===== src/rtl/spi_eng_pkg.sv =====
package spi_eng_pkg;
    localparam int unsigned REG_W     = 32;
    localparam int unsigned CNT_W     = 4;
    localparam int unsigned SEL_W     = 2;
    localparam int unsigned SIZE_W    = 2;
    localparam int unsigned FRAME_W   = 64;
    localparam int unsigned BIT_W     = CNT_W + 4;

    localparam int unsigned OFS_CTRL  = 0;
    localparam int unsigned OFS_CMD   = 4;
    localparam int unsigned OFS_DATA  = 8;

    localparam int unsigned CTL_TX_LSB   = 0;
    localparam int unsigned CTL_RX_LSB   = 4;
    localparam int unsigned CTL_GO_BIT   = 8;
    localparam int unsigned CTL_BUSY_BIT = 16;
    localparam int unsigned CTL_SIZE_LSB = 17;
    localparam int unsigned CTL_CLK_LSB  = 24;

    typedef enum logic [1:0] {
        ST_IDLE,
        ST_SHIFT_LO,
        ST_SHIFT_HI,
        ST_DESELECT
    } eng_state_e;
endpackage


===== src/rtl/spi_half_tick.sv =====
module spi_half_tick #(
    parameter int unsigned SEL_W = 2
) (
    input  logic             clk,
    input  logic             rst_n,
    input  logic             run,
    input  logic [SEL_W-1:0] sel,
    output logic             tick
);
    localparam int unsigned CNT_W = 1 << SEL_W;

    logic [CNT_W-1:0] cnt_q;
    logic [CNT_W-1:0] limit;

    always_comb begin
        limit = (CNT_W'(1) << sel) - CNT_W'(1);
        tick  = run && (cnt_q == limit);
    end

    always_ff @(posedge clk or negedge rst_n) begin
        if (!rst_n)             cnt_q <= '0;
        else if (!run || tick)  cnt_q <= '0;
        else                    cnt_q <= cnt_q + CNT_W'(1);
    end

    // with a divide of 4 or more, ticks are never adjacent
    p_tick_gap_r7: assert property (@(posedge clk) disable iff (!rst_n)
        (tick && sel != '0) |=> !tick);
endmodule


===== src/rtl/spi_seq_fsm.sv =====
module spi_seq_fsm
    import spi_eng_pkg::*;
(
    input  logic             clk,
    input  logic             rst_n,
    input  logic             start,
    input  logic [CNT_W-1:0] tx_cnt,
    input  logic [CNT_W-1:0] rx_cnt,
    input  logic [REG_W-1:0] cmd_word,
    input  logic [REG_W-1:0] data_word,
    input  logic             tick,
    input  logic             miso,
    output logic             busy,
    output logic             done,
    output logic             cs_n,
    output logic             sclk,
    output logic             mosi,
    output logic [REG_W-1:0] rx_word
);
    eng_state_e          state_q;
    logic [FRAME_W-1:0]  frame_q;
    logic [BIT_W-1:0]    bit_q, last_q, txbits_q, rel;
    logic [BIT_W-1:0]    total;
    logic [REG_W-1:0]    rx_q;
    logic                cap;
    logic [4:0]          rx_idx;

    always_comb begin
        total  = BIT_W'(tx_cnt) + BIT_W'(rx_cnt);
        rel    = bit_q - txbits_q;
        cap    = (bit_q >= txbits_q) && (rel[BIT_W-1:5] == '0);
        rx_idx = {rel[4:3], ~rel[2:0]};
    end

    // state register and datapath
    always_ff @(posedge clk or negedge rst_n) begin
        if (!rst_n) begin
            state_q  <= ST_IDLE;
            frame_q  <= '0;
            bit_q    <= '0;
            last_q   <= '0;
            txbits_q <= '0;
            rx_q     <= '0;
        end else begin
            unique case (state_q)
                ST_IDLE: if (start) begin
                    state_q  <= ST_SHIFT_LO;
                    frame_q  <= {cmd_word[7:0], cmd_word[31:24], cmd_word[23:16],
                                 cmd_word[15:8], data_word[7:0], data_word[15:8],
                                 data_word[23:16], data_word[31:24]};
                    bit_q    <= '0;
                    last_q   <= (total << 3) - BIT_W'(1);
                    txbits_q <= BIT_W'(tx_cnt) << 3;
                    rx_q     <= '0;
                end
                ST_SHIFT_LO: if (tick) begin
                    state_q <= ST_SHIFT_HI;
                    if (cap) rx_q[rx_idx] <= miso;
                end
                ST_SHIFT_HI: if (tick) begin
                    if (bit_q == last_q) begin
                        state_q <= ST_DESELECT;
                    end else begin
                        state_q <= ST_SHIFT_LO;
                        bit_q   <= bit_q + BIT_W'(1);
                        frame_q <= {frame_q[FRAME_W-2:0], 1'b0};
                    end
                end
                ST_DESELECT: if (tick) state_q <= ST_IDLE;
            endcase
        end
    end

    // outputs decoded from the state
    always_comb begin
        cs_n = 1'b1;
        sclk = 1'b0;
        mosi = 1'b0;
        unique case (state_q)
            ST_IDLE:     ;
            ST_SHIFT_LO: begin cs_n = 1'b0; mosi = frame_q[FRAME_W-1]; end
            ST_SHIFT_HI: begin cs_n = 1'b0; sclk = 1'b1; mosi = frame_q[FRAME_W-1]; end
            ST_DESELECT: ;
        endcase
        busy    = (state_q != ST_IDLE);
        done    = (state_q == ST_DESELECT) && tick;
        rx_word = rx_q;
    end

    p_sclk_framed_r5: assert property (@(posedge clk) disable iff (!rst_n)
        sclk |-> !cs_n);
    p_mosi_hold_r5: assert property (@(posedge clk) disable iff (!rst_n)
        (sclk && $past(sclk)) |-> $stable(mosi));
    p_release_gap_r8: assert property (@(posedge clk) disable iff (!rst_n)
        $fell(busy) |-> $past(cs_n));
endmodule


===== src/rtl/spi_cmd_engine.sv =====
module spi_cmd_engine
    import spi_eng_pkg::*;
#(
    parameter int unsigned ADDR_W = 4
) (
    input  logic              clk,
    input  logic              rst_n,
    input  logic              bus_wr,
    input  logic [ADDR_W-1:0] bus_addr,
    input  logic [REG_W-1:0]  bus_wdata,
    output logic [REG_W-1:0]  bus_rdata,
    output logic              spi_cs_n,
    output logic              spi_sclk,
    output logic              spi_mosi,
    input  logic              spi_miso
);
    logic [CNT_W-1:0]  tx_q, rx_q;
    logic [SIZE_W-1:0] size_q;
    logic [SEL_W-1:0]  clk_q;
    logic [REG_W-1:0]  cmd_q, dat_q, rx_word, rd_ctrl;
    logic              busy, done, tick, wr_ok, sel_ctrl, sel_cmd, sel_data, start_go;
    logic [CNT_W-1:0]  w_tx, w_rx;

    always_comb begin
        sel_ctrl = (bus_addr == ADDR_W'(OFS_CTRL));
        sel_cmd  = (bus_addr == ADDR_W'(OFS_CMD));
        sel_data = (bus_addr == ADDR_W'(OFS_DATA));
        wr_ok    = bus_wr && !busy;
        w_tx     = bus_wdata[CTL_TX_LSB +: CNT_W];
        w_rx     = bus_wdata[CTL_RX_LSB +: CNT_W];
        start_go = wr_ok && sel_ctrl && bus_wdata[CTL_GO_BIT] &&
                   ((w_tx != '0) || (w_rx != '0));
    end

    always_ff @(posedge clk or negedge rst_n) begin
        if (!rst_n) begin
            tx_q   <= '0;
            rx_q   <= '0;
            size_q <= '0;
            clk_q  <= '0;
            cmd_q  <= '0;
            dat_q  <= '0;
        end else begin
            if (wr_ok && sel_ctrl) begin
                tx_q   <= w_tx;
                rx_q   <= w_rx;
                size_q <= bus_wdata[CTL_SIZE_LSB +: SIZE_W];
                clk_q  <= bus_wdata[CTL_CLK_LSB +: SEL_W];
            end
            if (wr_ok && sel_cmd) cmd_q <= bus_wdata;
            if (wr_ok && sel_data) dat_q <= bus_wdata;
            else if (done && (rx_q != '0)) dat_q <= rx_word;
        end
    end

    always_comb begin
        rd_ctrl = '0;
        rd_ctrl[CTL_TX_LSB +: CNT_W]    = tx_q;
        rd_ctrl[CTL_RX_LSB +: CNT_W]    = rx_q;
        rd_ctrl[CTL_BUSY_BIT]           = busy;
        rd_ctrl[CTL_SIZE_LSB +: SIZE_W] = size_q;
        rd_ctrl[CTL_CLK_LSB +: SEL_W]   = clk_q;
        if (sel_ctrl)      bus_rdata = rd_ctrl;
        else if (sel_cmd)  bus_rdata = cmd_q;
        else if (sel_data) bus_rdata = dat_q;
        else               bus_rdata = '0;
    end

    spi_half_tick #(.SEL_W(SEL_W)) u_tick (
        .clk(clk), .rst_n(rst_n), .run(busy), .sel(clk_q), .tick(tick)
    );

    spi_seq_fsm u_seq (
        .clk(clk), .rst_n(rst_n), .start(start_go),
        .tx_cnt(w_tx), .rx_cnt(w_rx),
        .cmd_word(cmd_q), .data_word(dat_q),
        .tick(tick), .miso(spi_miso),
        .busy(busy), .done(done),
        .cs_n(spi_cs_n), .sclk(spi_sclk), .mosi(spi_mosi),
        .rx_word(rx_word)
    );

    p_start_busy_r3: assert property (@(posedge clk) disable iff (!rst_n)
        start_go |=> busy);
    p_frozen_busy_r9: assert property (@(posedge clk) disable iff (!rst_n)
        (busy && bus_wr) |=> ($stable(cmd_q) && $stable(tx_q) && $stable(rx_q) &&
                              $stable(clk_q) && $stable(size_q)));
    p_rx_mask_r6: assert property (@(posedge clk) disable iff (!rst_n)
        (done && rx_q == CNT_W'(1)) |=> (dat_q[31:8] == '0));
endmodule


===== config.mk =====
export PLATFORM = sky130hd
export DESIGN_NAME = spi_cmd_engine
export DESIGN_NICKNAME = d
export VERILOG_FILES = /design/src/rtl/spi_eng_pkg.sv /design/src/rtl/spi_half_tick.sv /design/src/rtl/spi_seq_fsm.sv /design/src/rtl/spi_cmd_engine.sv
export SDC_FILE = /design/constraint.sdc
export NUM_CORES = 1
export LEC_CHECK = 0
export BUFFER_PORTS_ARGS = -buffer_cell sky130_fd_sc_hd__buf_4
export CAP_MARGIN = 20
export CORE_ASPECT_RATIO = 0.5
export CORE_MARGIN = 2
export CORE_UTILIZATION = 30
export CTS_CLUSTER_DIAMETER = 40
export DETAILED_ROUTE_END_ITERATION = 10
export GPL_TIMING_DRIVEN = 0
export MAX_ROUTING_LAYER = met4
export PLACE_DENSITY = 0.56
export SYNTH_ARGS = -nofsm -noshare
export SYNTH_HDL_FRONTEND = slang
export SYNTH_SLANG_ARGS = --single-unit

===== constraint.sdc =====
create_clock -name clk -period 3.4 [get_ports clk]
set_input_delay 0.17 -clock clk [delete_from_list [all_inputs] [get_ports clk]]
set_output_delay 0.17 -clock clk [all_outputs]
set_load 0.1 [all_outputs]

# Word-level counts from Yosys, hierarchy flattened
# Cells that the tools add are included.
dict set report word_totals {
  regBits 198
  output_inout_bits 35
  elab_cells 96
}
dict set report classes {
  addsub 6
  order_cmp 3
  eq_ne 13
  shifts 1
  mux 30
  n_bitwise 1
  n_reduce_logical 29
}
# operator n
set ops {}
lappend ops {{32-bit 2-to-1 mux} 8}
lappend ops {{64-bit 2-to-1 mux} 3}
lappend ops {{64-bit case mux with 2 select lines} 1}
lappend ops {{32-bit case mux with 2 select lines} 1}
lappend ops {{32-bit bitwise mux} 1}
lappend ops {{8-bit 2-to-1 mux} 3}
lappend ops {{8-bit case mux with 2 select lines} 1}
lappend ops {{4-bit AND reduction} 3}
lappend ops {{4-bit nonzero test} 3}
lappend ops {{1-bit logical AND} 11}
lappend ops {{2-bit 2-to-1 mux} 5}
lappend ops {{8-bit by 1-bit adder with 8-bit output (second input constant)} 1}
lappend ops {{8-bit == test} 1}
lappend ops {{8-bit by 7-bit greater-or-equal comparator with 1-bit output} 1}
lappend ops {{2-bit by 1-bit != test with 1-bit output (second input constant)} 4}
lappend ops {{2-bit case mux with 4 select lines} 1}
lappend ops {{2-bit nonzero test} 4}
lappend ops {{8-bit by 1-bit subtractor with 8-bit output (second input constant)} 1}
lappend ops {{8-bit by 7-bit subtractor with 8-bit output} 1}
lappend ops {{5-bit by 6-bit less-than comparator with 1-bit output (second input constant)} 1}
lappend ops {{4-bit by 4-bit adder with 5-bit output} 1}
lappend ops {{1-bit demux with 5-bit select} 1}
lappend ops {{5-bit by 1-bit greater-or-equal comparator with 1-bit output (second input constant)} 1}
lappend ops {{4-bit by 1-bit adder with 4-bit output (second input constant)} 1}
lappend ops {{other kinds (18)} 24}

# Logic depth before layout (Yosys ltp)
# Gate-level depths: netlist (run 1).
dict set report logic_depth {
  ltp_word 10
  ltp_mapped 10
  depth_no_buf 8
}

# By module
# From an unflattened synthesis (run 1), not the netlist that was laid out.
dict set report unflattened {
  cells_unflattened 975
  area_unflattened_um2 9814.4
}
# mod n_inst cells_per_inst area_each_um2 seq_area_each_um2
set by_module_without_submodules {}
lappend by_module_without_submodules {spi_seq_fsm 1 568 5858.1 2902.8}
lappend by_module_without_submodules {spi_cmd_engine 1 386 3716.1 1901.8}
lappend by_module_without_submodules {spi_half_tick 1 21 240.2 100.1}

# Worst setup path before layout (run 1)
# Ideal clock, no wire load.
dict set report synth_path {
  path_kind {register to register}
  start {register u_seq.state_q[0]}
  end {register u_seq.frame_q[24]}
  arrival_ps 2939
  required_ps 3275
  slack_ps 337
  stages_incl_launch_ff 8
  period_less_slack_ps 3063
  cell_sequence {dfrtp_1 inv_1 ha_1 clkbuf_1 clkbuf_1 clkbuf_1 mux2_2 mux2_2}
}
dict set report synth_via {
  elab_chain_cells 8
  elab_cells_between_ends 15
  cone_classes {4 x eq/ne; 1 x mux; 10 x reduce/logical}
}
# element line
set synth_rtl {}
lappend synth_rtl {{start, declared} spi_seq_fsm.sv:20} ;# eng_state_e state_q;
lappend synth_rtl {{start signal, assigned} spi_seq_fsm.sv:38} ;# state_q <= ST_IDLE;
lappend synth_rtl {{start signal, assigned} spi_seq_fsm.sv:47} ;# state_q <= ST_SHIFT_LO;
lappend synth_rtl {{start signal, assigned} spi_seq_fsm.sv:57} ;# state_q <= ST_SHIFT_HI;
lappend synth_rtl {{2-bit nonzero test} spi_seq_fsm.sv:85} ;# busy = (state_q != ST_IDLE);
lappend synth_rtl {{1-bit zero test} spi_cmd_engine.sv:28} ;# wr_ok = bus_wr && !busy;
lappend synth_rtl {{1-bit logical AND} spi_cmd_engine.sv:28}
lappend synth_rtl {{1-bit logical AND (3 in a row)} spi_cmd_engine.sv:31} ;# start_go = wr_ok && sel_ctrl && bus_wdata[CTL_GO_BIT] &&
lappend synth_rtl {{2-bit != test (no source line)} -}
lappend synth_rtl {{4-bit AND reduction (no source line)} -}
lappend synth_rtl {{end signal, assigned} spi_seq_fsm.sv:48} ;# frame_q <= {cmd_word[7:0], cmd_word[31:24], cmd_word[23:16],
lappend synth_rtl {{end signal, assigned} spi_seq_fsm.sv:66} ;# frame_q <= {frame_q[FRAME_W-2:0], 1'b0};
lappend synth_rtl {{end, declared} spi_seq_fsm.sv:21} ;# logic [FRAME_W-1:0] frame_q;
# Several ways; a longest one is shown, not always the timed one.
# A chain may end at the register's enable or synchronous reset.

# Worst setup path in the final report (run 1)
dict set report layout_path {
  start {register u_seq.state_q[0]}
  end {register u_seq.frame_q[26]}
}
# The elaborated chain is that of the path after synthesis.

==> results of run 1 <==
[worst max path at each step]
stage | startpoint | to | cells past startpoint
after floorplan | u_seq.state_q[0]$_DFFE_PN0P_ | u_seq.frame_q[24]$_DFFE_PN0P_ | 7
after global placement | u_seq.state_q[0]$_DFFE_PN0P_ | u_seq.frame_q[36]$_DFFE_PN0P_ | 7
after detailed placement | u_seq.state_q[0]$_DFFE_PN0P_ | u_seq.frame_q[36]$_DFFE_PN0P_ | 7
after CTS | u_seq.state_q[0]$_DFFE_PN0P_ | u_seq.frame_q[36]$_DFFE_PN0P_ | 7
after global routing | u_seq.state_q[0]$_DFFE_PN0P_ | u_seq.frame_q[30]$_DFFE_PN0P_ | 7
final | u_seq.state_q[0]$_DFFE_PN0P_ | u_seq.frame_q[26]$_DFFE_PN0P_ | 7
[logic make-up after synthesis]
family                   after synthesis
AO/OA/AOI/OAI                        119
flip-flops                           196
AND/OR/NAND/NOR                      324
adder cells (fa/ha/maj)               21
multiplexers                         220
buffers and inverters                 83
XOR/XNOR                              13
[placed cells by master (no fill, tap or decap), drive strengths merged, types with 38 or more instances in the layout]
cell type / n
clkbuf: 74
a31oi: 38
nor3: 38
nand2: 114
dfrtp: 196
nor2: 90
mux2: 174
buf: 87
nand3: 40
mux2i: 46
[report_power, final]
group          internal (uW)  total [uW]  switching, uW
clock                   1180        2110            933
sequential              3220        3930            703
combinational           1870        4320           2450
total                   6270       10400           4090
[synthesized netlist by cell type, types with 2 or more instances]
cell type	n	share of area, %
and4_1	2	0.17
mux2i_1	46	4.5
buf_4	6	0.44
xor2_1	9	0.76
nand4_1	4	0.24
mux2_2	169	18
or4_1	4	0.29
a22oi_1	19	1.4
a31oi_1	38	2.3
o31ai_1	4	0.29
nor3b_1	4	0.29
o211ai_1	7	0.51
nor4_1	3	0.18
or2_2	3	0.18
nor3_1	38	1.8
xnor2_1	4	0.34
a21o_1	2	0.15
fa_1	2	0.39
ha_1	19	2.3
clkbuf_1	54	2.0
nand2b_1	3	0.18
dfrtp_1	196	48
and2_1	2	0.12
nor2b_1	4	0.24
buf_1	5	0.18
o21ai_0	12	0.58
and3_1	4	0.24
mux2_1	5	0.55
nand3_1	40	1.9
inv_1	15	0.55
buf_2	2	0.097
nand2_1	114	4.2
o211a_1	4	0.39
a21oi_1	21	1.0
nor4b_1	2	0.17
a211oi_1	3	0.22
nor2_1	90	3.3
nand4b_1	2	0.17
[area by class of cell]
cell class                 count  area [sq um]
tap                          441         551.8
fill                        3302         21170
multi-input combinational    697          5065
timing repair buffer          98         823.3
clock inverter                11         150.1
inverter                      15         56.30
sequential                   196          4905
clock buffer                  20         446.7
buffer                        68         289.0
[layer usage]
layer  vias up  share of wire, %  global-route usage [%]
li1       3710                 -                       -
met1      4096                47                   23.46
met2       222                47                   27.13
met3        44               4.3                   3.045
met4         0               2.2                   5.774
met5         -                 0                       -
[through the flow]
step	setup slack, ps	power (uW)	instance area, sq um
5_1_grt	35.88	10980	12290
6_report	136.2	10360	12290
3_3_place_gp	86.11	8052	11410
2_1_floorplan	336.8	6972	10310
4_1_cts	7.630	10360	12280
3_5_place_dp	28.71	8217	11440
[flip-flops by register name (all words and copies together) (netlist names)]
register        count
size_q              2
u_seq.txbits_q      4
tx_q                4
u_tick.cnt_q        4
u_seq.last_q        6
u_seq.frame_q      64
u_seq.bit_q         8
clk_q               2
u_seq.state_q       2
dat_q              32
u_seq.rx_word      32
rx_q                4
cmd_q              32
[critical path, stage by stage, from the launching register on]
cell,delay [ps]
dfrtp_1,400
inv_1,180
ha_1,230
clkbuf_1,460
clkdlybuf4s15_1,710
clkbuf_1,490
mux2_2,400
mux2_2,260
[what timing repair did]
action / CTS / global route
hold endpoints to repair: 104 / 0
gates resized for setup: 0 / 4
hold buffers: 24 / 0
setup buffers: 0 / 0
setup endpoints to repair: 0 / 6
==> results.json, run 1 <==
{
  "worst_ep_required_time_ps": 3730,
  "place_congestion": 0.8679,
  "hold_violations": 0,
  "holdWs_ps": 19.14,
  "worstMarginPinSlew_ps": 971.5,
  "synth_compound_area_share_pct": 7.720,
  "grt_pass1_vias": 7989,
  "crit_path_max_fanout": 10,
  "clk_path_buf_depth": 2,
  "startpoint_type": "flop",
  "num-nets-final": 1154,
  "r2r-start": "u_seq.state_q[0]$_DFFE_PN0P_",
  "synth-edff-count": 0,
  "async_flop_share_pct": 100.0,
  "fin_worst_skew_ps": 14.69,
  "die_h_um": 135.1,
  "grt_max_degree": 122,
  "syn_area_sq_um": 10310,
  "root_buffer": "clkbuf_16",
  "netlist_instances": 976,
  "antenna_cells": 0,
  "powerDensity_nw_per_um2": 842.9,
  "grt_util_all_layers_pct": 17.55,
  "setup_tns_ps": 0,
  "synth_seq_cells": 196,
  "wl_um": 29890,
  "drv_cap": 0,
  "critPathArrivalTime_ps": 3590,
  "vias": 8072,
  "fp.dieW_um": 266.1,
  "worst_r2r_endpoint": "u_seq.frame_q[26]$_DFFE_PN0P_",
  "slew_violations": 0,
  "syn2layout_area_growth_pct": 19.20,
  "grt-ovfl-total": 0,
  "clock_latency_ps": 450,
  "hold_depth": 2,
  "syn_nets": 1037,
  "route.detailed.drc": 0,
  "cts_tree": "built",
  "reg2reg_slack_ps": 140,
  "max_freq_ghz": 0.3064,
  "hold_path_class": "input port to flop",
  "period_share_pct": 95.99,
  "core_area_sq_um": 33460,
  "ff2ff_path_depth": 7,
  "yosys_warnings": 0,
  "syn_avg_cell_area_sq_um": 10.56,
  "setup_viol": 0,
  "synthMuxAreaShare_pct": 23.48,
  "finalCriticalPeriod_ps": 3264,
  "crit_type": "flop to flop",
  "post_layout_nonfiller_instances": 1546,
  "cts_buffers": 17,
  "yosysSeqAreaShare_pct": 47.58,
  "drtAntennaViolNets": 0,
  "power_leakage_uw": 0.005313,
  "routedWlPerCell_um": 19.34,
  "grt_pass1_wl_um": 46710,
  "rsz0062_at_grt": "no",
  "cp-end-kind": "flop",
  "clock-sinks": 196,
  "synth_ff_type": "dfrtp_1",
  "antenna_found_initial": 0,
  "drtIter0Drc": 748,
  "yosys.area_share.simple_pct": 14.14,
  "synth_adder_area_share_pct": 2.695,
  "path_clk_slew_ps": 70,
  "dp_hpwl_um": 21650,
  "dp.cells": 1491,
  "ioPinCount": 75,
  "synth_top_family_by_area": "multiplexers",
  "synth-xor-area-share_pct": 1.105,
  "utilization_pct": 36.72,
  "cts-htree-levels": 4,
  "dieArea_sq_um": 35950,
  "synth_cell_type_count": 53,
  "final_layout_size_suffix_gt1_share_pct": 26.06,
  "io_buffers": 73,
  "status": "finished, final reports clean",
  "routed_via_density": 5.221,
  "worstHoldStart": "bus_wdata[8]",
  "worstHoldEndpoint": "cmd_q[8]$_DFFE_PN0P_",
  "peakVddDrop_mv": 0.3111,
  "start_util_pct": 30.80,
  "rows": 47,
  "firstDrtPassIters": 7,
  "relSlewSlack_pct": 35.24
}
Note: power is estimated with default switching activity, not from simulation.
==> inputs of run 2 (changes only) <==
--- a/config.mk
+++ b/config.mk
@@ -5,6 +5,7 @@
 export SDC_FILE = /design/constraint.sdc
 export NUM_CORES = 1
 export LEC_CHECK = 0
+export ABC_AREA = 1
 export BUFFER_PORTS_ARGS = -buffer_cell sky130_fd_sc_hd__buf_4
 export CAP_MARGIN = 20
 export CORE_ASPECT_RATIO = 0.5
==> run 2 against run 1 <==
Routed wire length grew 5.9%; highest routed layer unchanged; clock skew shrank 3.3 ps; fmax grew 12%; critical path type unchanged; critical endpoint is now u_seq.bit_q[7]$_DFFE_PN0P_; flip-flop and latch count is the same; die area is essentially flat; cell count grew 25%; register-to-register slack gained 340 ps; global-route usage grew 1.3 points.
==> results.json, run 2 <==
{
  "status": "finished, final reports clean",
  "yosys_warnings": 0,
  "synthMuxAreaShare_pct": 0,
  "startpoint_type": "flop",
  "crit_buf_inv": 4,
  "die_h_um": 135.1,
  "power.share.clock_pct": 22.0,
  "crit_type": "flop to flop",
  "drv_cap": 0,
  "synth-xor-area-share_pct": 0.7644,
  "peakVddDrop_mv": 0.2960,
  "cts_resized": 0,
  "vias": 9311,
  "synth_most_common_cell": "nand2_1",
  "setup_tns_ps": 0,
  "r2r-start": "u_seq.state_q[0]$_DFFE_PN0P_",
  "utilization_pct": 36.35,
  "yosysSeqAreaShare_pct": 47.56,
  "crit_top_cell": "clkbuf_1",
  "final_layout_size_suffix_gt1_share_pct": 9.121,
  "combPwrFrac_pct": 43.1,
  "setup_viol": 0,
  "synth_compound_area_share_pct": 15.82,
  "layout_common_cells": "nand2_1 (376), dfrtp_1 (196), inv_1 (168)",
  "antenna_cells": 0,
  "grt_max_degree": 84,
  "synth_seq_cells": 196,
  "grt_util_all_layers_pct": 18.88,
  "worst_ep_required_time_ps": 3780,
  "final_common_cell": "nand2_1",
  "async_flop_share_pct": 100.0,
  "hold_violations": 0,
  "grt_pass1_vias": 9050,
  "cts-htree-levels": 4,
  "hold_path_class": "input port to flop",
  "io_buffers": 74,
  "cp-end-kind": "flop",
  "crit_chain": "inv_1 > ha_1 > clkbuf_1 > clkbuf_1 > clkbuf_1 > nand3_1 > o21ai_1",
  "preCtsSetupSlack_ps": 488.9,
  "critPathArrivalTime_ps": 3300,
  "worstMarginPinSlew_ps": 803.5,
  "crit_slowest_cell": "clkbuf_1",
  "fillers": 3500,
  "drtAntennaViolNets": 0,
  "antenna_found_initial": 0,
  "synth_top_family_by_area": "simple AND/OR/NAND/NOR gates",
  "critPathMaxStageDelay_ps": 660,
  "p_switching_uw": 4106,
  "switching_share_pct": 44.89,
  "ioPinCount": 75,
  "period_share_pct": 85.93,
  "synth_top_area_share_pct": 47.56,
  "dp_hpwl_um": 23480,
  "routed_via_density": 4.819,
  "fp.dieW_um": 266.2,
  "yosys.area.top_type": "dfrtp_1",
  "grt_pass1_wl_um": 50610,
  "syn_avg_cell_area_sq_um": 7.522,
  "synthTopCellsByCount": "nand2_1 (376), dfrtp_1 (196), inv_1 (168)",
  "dieArea_sq_um": 35960,
  "power_leakage_uw": 0.005923,
  "route.detailed.drc": 0,
  "netlist_instances": 1371,
  "rsz0062_at_grt": "no",
  "synth_ff_type": "dfrtp_1",
  "worstHoldStart": "bus_wdata[20]",
  "yosys.area_share.simple_pct": 23.48,
  "yosys-top-cells-area": "dfrtp_1 (48%), nand2_1 (14%), o21ai_0 (6.3%), inv_1 (6.1%), nor2_1 (4.0%)",
  "routedWlPerCell_um": 16.39,
  "root_buffer": "clkbuf_16",
  "syn_nets": 1432,
  "relSlewSlack_pct": 46.43,
  "syn2layout_area_growth_pct": 17.94,
  "crit_path_max_fanout": 10,
  "max_freq_ghz": 0.3423,
  "synth_adder_area_share_pct": 2.694,
  "synth-edff-count": 0,
  "largest_reg_flops": 64,
  "cp_top_family": "buffers and inverters",
  "wl_um": 31670,
  "firstDrtPassIters": 7,
  "core_area_sq_um": 33460,
  "path_clk_slew_ps": 70,
  "fin_worst_skew_ps": 11.41,
  "crit_start": "u_seq.state_q[0]$_DFFE_PN0P_",
  "finalCriticalPeriod_ps": 2922,
  "slew_violations": 0,
  "start_util_pct": 30.82,
  "rows": 47,
  "grt-ovfl-total": 0,
  "top_register": "u_seq.frame_q",
  "syn_area_sq_um": 10310,
  "seqPwrFrac_pct": 34.9,
  "worst_slack_ps": 478.5,
  "num-nets-final": 1539,
  "drtIter0Drc": 938,
  "powerDensity_nw_per_um2": 751.9,
  "clk_path_buf_depth": 2,
  "clock_latency_ps": 460,
  "place_congestion": 0.9023,
  "cts_tree": "built",
  "p_int_uw": 5040,
  "synth_cell_type_count": 33,
  "cts_buffers": 17,
  "clock-sinks": 196
}
run 2: cell families after synthesis:
| kind of cell | Yosys count |
|---|---|
| adder cells (fa/ha/maj) | 21 |
| flip-flops | 196 |
| AND/OR/NAND/NOR | 589 |
| XOR/XNOR | 9 |
| AO/OA/AOI/OAI | 307 |
| buffers and inverters | 249 |
run 2: timing repair:
item,in CTS,in global routing
hold endpoints to repair,94,0
hold buffers,12,0
setup buffers,0,0
setup endpoints to repair,0,0
run 2: worst register-to-register path, stage by stage (launching register included):
cell and delay [ps]:
dfrtp_1 420, inv_1 140, ha_1 260, clkbuf_1 600
clkbuf_1 450, clkbuf_1 660, nand3_1 170, o21ai_1 160
run 2: routing by layer:
| layer | share of wire, % | GRT usage (%) |
|---|---|---|
| met5 | 0 | - |
| met4 | 1.5 | 4.900 |
| met3 | 4.1 | 3.319 |
| met2 | 44 | 27.98 |
| met1 | 50 | 26.62 |
run 2: path summary, 6_finish.rpt:
| check | cells past startpoint | endpoint | slack, ps |
|---|---|---|---|
| max in group asynchronous | 4 | u_seq.frame_q[35]$_DFFE_PN0P_ | 2140 |
| setup / recovery | 7 | u_seq.bit_q[7]$_DFFE_PN0P_ | 480 |
| min in group asynchronous | 2 | u_seq.last_q[7]$_DFFE_PN0P_ | 160 |
| setup reg to reg | 7 | u_seq.bit_q[7]$_DFFE_PN0P_ | 480 |
| hold / removal | 3 | cmd_q[20]$_DFFE_PN0P_ | 20 |
| hold reg to reg | 2 | cmd_q[10]$_DFFE_PN0P_ | 490 |
run 2: per-stage QoR:
step,cell area (sq um),cells,hold WS (ps),power [uW]
6_report,12160,1932,16.15,9146
5_1_grt,12160,1932,18.11,9794
4_1_cts,12160,1932,4.871,9150
3_5_place_dp,11480,1888,65.23,7134
3_3_place_gp,11420,1886,458.4,7087
2_1_floorplan,10310,1371,-125.6,5953
run 2: power by group through the flow:
stage	clock, uW	combinational (uW)	sequential, uW
5_1_grt	2130	4390	3270
4_1_cts	2040	3920	3190
6_report	2010	3940	3190
3_5_place_dp	0	3910	3220
3_3_place_gp	0	3870	3220
2_1_floorplan	0	2820	3140
run 2: final cells by class:
class / instances / area (sq um) / share of cell area [%]
inverter: 169 / 634.4 / 5.216
buffer: 80 / 364.1 / 2.994
timing repair buffer: 88 / 738.2 / 6.069
sequential: 196 / 4905 / 40.33
clock buffer: 19 / 432.9 / 3.559
clock inverter: 13 / 127.6 / 1.049
tap: 441 / 551.8 / 4.537
multi-input combinational: 926 / 4409 / 36.25
==> inputs of run 3 (changes only) <==
--- a/config.mk
+++ b/config.mk
@@ -9,11 +9,13 @@
 export BUFFER_PORTS_ARGS = -buffer_cell sky130_fd_sc_hd__buf_4
 export CAP_MARGIN = 20
 export CORE_ASPECT_RATIO = 0.5
-export CORE_MARGIN = 2
+export CORE_MARGIN = 10
 export CORE_UTILIZATION = 30
+export CTS_BUF_LIST = sky130_fd_sc_hd__clkbuf_2
 export CTS_CLUSTER_DIAMETER = 40
 export DETAILED_ROUTE_END_ITERATION = 10
 export GPL_TIMING_DRIVEN = 0
+export HOLD_SLACK_MARGIN = 0.1
 export MAX_ROUTING_LAYER = met4
 export PLACE_DENSITY = 0.56
 export SYNTH_ARGS = -nofsm -noshare
==> run 3 against run 2 <==
Cell count is 2.4% higher; routed wire length up 4.4%; first-iteration DRC count decreased by 2.8%; final area rose by 1.7%; register-to-register slack is essentially flat; count of clock-buffer cells in the layout is 1 lower; clock power is 27% lower; via count grew 2.1%; critical path type unchanged; largest power group unchanged; highest routed layer unchanged.
==> results.json, run 3 (same netlist as run 2, synthesis figures left out) <==
{
  "final_layout_size_suffix_gt1_share_pct": 8.984,
  "hold_depth": 4,
  "power.share.clock_pct": 16.8,
  "preCtsSetupSlack_ps": 477.2,
  "layout_common_cells": "nand2_1 (376), dfrtp_1 (196), inv_1 (168)",
  "powerDensity_nw_per_um2": 702.1,
  "drtAntennaViolNets": 0,
  "grt-ovfl-total": 0,
  "peakVddDrop_mv": 0.2542,
  "switching_share_pct": 46.55,
  "holdWs_ps": 172.9,
  "dieArea_sq_um": 42640,
  "grt_pass1_vias": 9241,
  "setup_tns_ps": 0,
  "seqPwrFrac_pct": 36.8,
  "crit_type": "flop to flop",
  "place_congestion": 0.8783,
  "post_layout_nonfiller_instances": 1978,
  "root_buffer": "clkbuf_2",
  "grt_pass1_wl_um": 52440,
  "worstHoldStart": "bus_wdata[16]",
  "routed_via_density": 4.806,
  "setup_viol": 0,
  "vias": 9507,
  "drtIter0Drc": 912,
  "syn2layout_area_growth_pct": 19.92,
  "clk_path_buf_depth": 2,
  "ioPinCount": 75,
  "dp.cells": 1887,
  "startpoint_type": "flop",
  "rows": 47,
  "path_clk_slew_ps": 290,
  "worst_slack_ps": 466.5,
  "io_buffers": 74,
  "rsz0062_at_grt": "no",
  "worst_r2r_endpoint": "u_seq.state_q[0]$_DFFE_PN0P_",
  "status": "finished, final reports clean",
  "route.detailed.drc": 0,
  "worst_ep_required_time_ps": 4140,
  "clock_latency_ps": 850,
  "worstMarginPinSlew_ps": 796.4,
  "worstHoldEndpoint": "cmd_q[16]$_DFFE_PN0P_",
  "die_h_um": 151.1,
  "finalCriticalPeriod_ps": 2933,
  "grt_max_degree": 103,
  "p_switching_uw": 4042,
  "combPwrFrac_pct": 46.3,
  "cts_resized": 0,
  "utilization_pct": 36.96,
  "relSlewSlack_pct": 46.91,
  "cp-end-kind": "flop",
  "drv_cap": 0,
  "hold_path_class": "input port to flop",
  "cts_tree": "built",
  "reg2reg_slack_ps": 470,
  "max_freq_ghz": 0.3409,
  "top_register": "u_seq.frame_q",
  "slew_violations": 0,
  "final_common_cell": "nand2_1",
  "cts-htree-levels": 4,
  "p_int_uw": 4641,
  "dp_hpwl_um": 23950,
  "r2r-start": "u_seq.state_q[0]$_DFFE_PN0P_",
  "start_util_pct": 30.82,
  "fp.dieW_um": 282.2,
  "num-nets-final": 1584,
  "power_leakage_uw": 0.006012,
  "antenna_found_initial": 1,
  "cts_buffers": 17,
  "ff2ff_path_depth": 7,
  "routedWlPerCell_um": 16.72,
  "fin_worst_skew_ps": 56.47,
  "critPathArrivalTime_ps": 3680,
  "crit_path_max_fanout": 10,
  "period_share_pct": 86.28,
  "firstDrtPassIters": 5,
  "largest_reg_flops": 64,
  "core_area_sq_um": 33460,
  "grt_util_all_layers_pct": 16.18,
  "clock-sinks": 196,
  "wl_um": 33080,
  "hold_violations": 0
}
## run 3: cell count changes in the layout (fill, tap and decap cells not counted), sizes merged
cell / previous run / this run
clkinvlp: 0 / 2
clkbuf: 79 / 78
clkinv: 8 / 3
dlygate4sd3: 12 / 57
diode: 0 / 1
bufinv: 1 / 5
## run 3: per-layer routing
layer	part of all wire (%)	wire length [um]	track usage, %	vias to the layer above
met5	0	0	-	-
met4	1.5	503	3.890	0
met3	4.7	1545	2.257	30
met2	46	15320	25.56	228
met1	47	15700	21.75	4518
li1	-	-	-	4731
## run 3: worst max-delay path: stages (launching register included)
cell and delay [ps]:
dfrtp_1 480, inv_1 150, ha_1 270, clkbuf_1 630
clkbuf_1 430, clkbuf_1 630, nor2_1 110, o21ai_0 170
## run 3: how the worst max path moves through the flow
stage / start / end / slack (ps) / depth (start not counted)
after detailed placement: u_seq.state_q[0]$_DFFE_PN0P_ / u_seq.bit_q[4]$_DFFE_PN0P_ / 480 / 7
after floorplan: u_seq.state_q[0]$_DFFE_PN0P_ / u_seq.bit_q[7]$_DFFE_PN0P_ / 860 / 7
after global routing: u_seq.state_q[0]$_DFFE_PN0P_ / u_seq.bit_q[7]$_DFFE_PN0P_ / 270 / 7
after global placement: u_seq.state_q[0]$_DFFE_PN0P_ / u_seq.bit_q[4]$_DFFE_PN0P_ / 540 / 7
after CTS: u_seq.state_q[0]$_DFFE_PN0P_ / u_seq.bit_q[7]$_DFFE_PN0P_ / 440 / 7
final: u_seq.state_q[0]$_DFFE_PN0P_ / u_seq.state_q[0]$_DFFE_PN0P_ / 470 / 7
## run 3: what timing repair did
| item | CTS | global route |
|---|---|---|
| endpoints found under the hold margin | 314 | 1 |
| hold buffers | 57 | 1 |
| setup endpoints to repair | 0 | 0 |
| buffers inserted | 0 | 0 |
## run 3: layout make-up
cell class                 instances  area [sq um]
tap                              441         551.8
buffer                            80         364.1
fill                            3546         21090
timing repair buffer             133          1189
clock inverter                    14         221.5
antenna                            1         2.502
multi-input combinational        926          4409
inverter                         169         634.4
sequential                       196          4905
clock buffer                      18         90.09
## run 3: power by group through the flow
stage	combinational [uW]	sequential, uW	clock, uW
6_report	4020	3200	1460
3_3_place_gp	3880	3220	0
2_1_floorplan	2820	3140	0
5_1_grt	4510	3260	1580
4_1_cts	4000	3190	1480
3_5_place_dp	3920	3220	0
## run 3: metrics by stage
stage	cell area, sq um	total power [uW]
global placement	11420	7102
floorplan	10310	5953
global route	12370	9350
CTS	12350	8671
finish	12370	8683
detailed placement	11450	7147
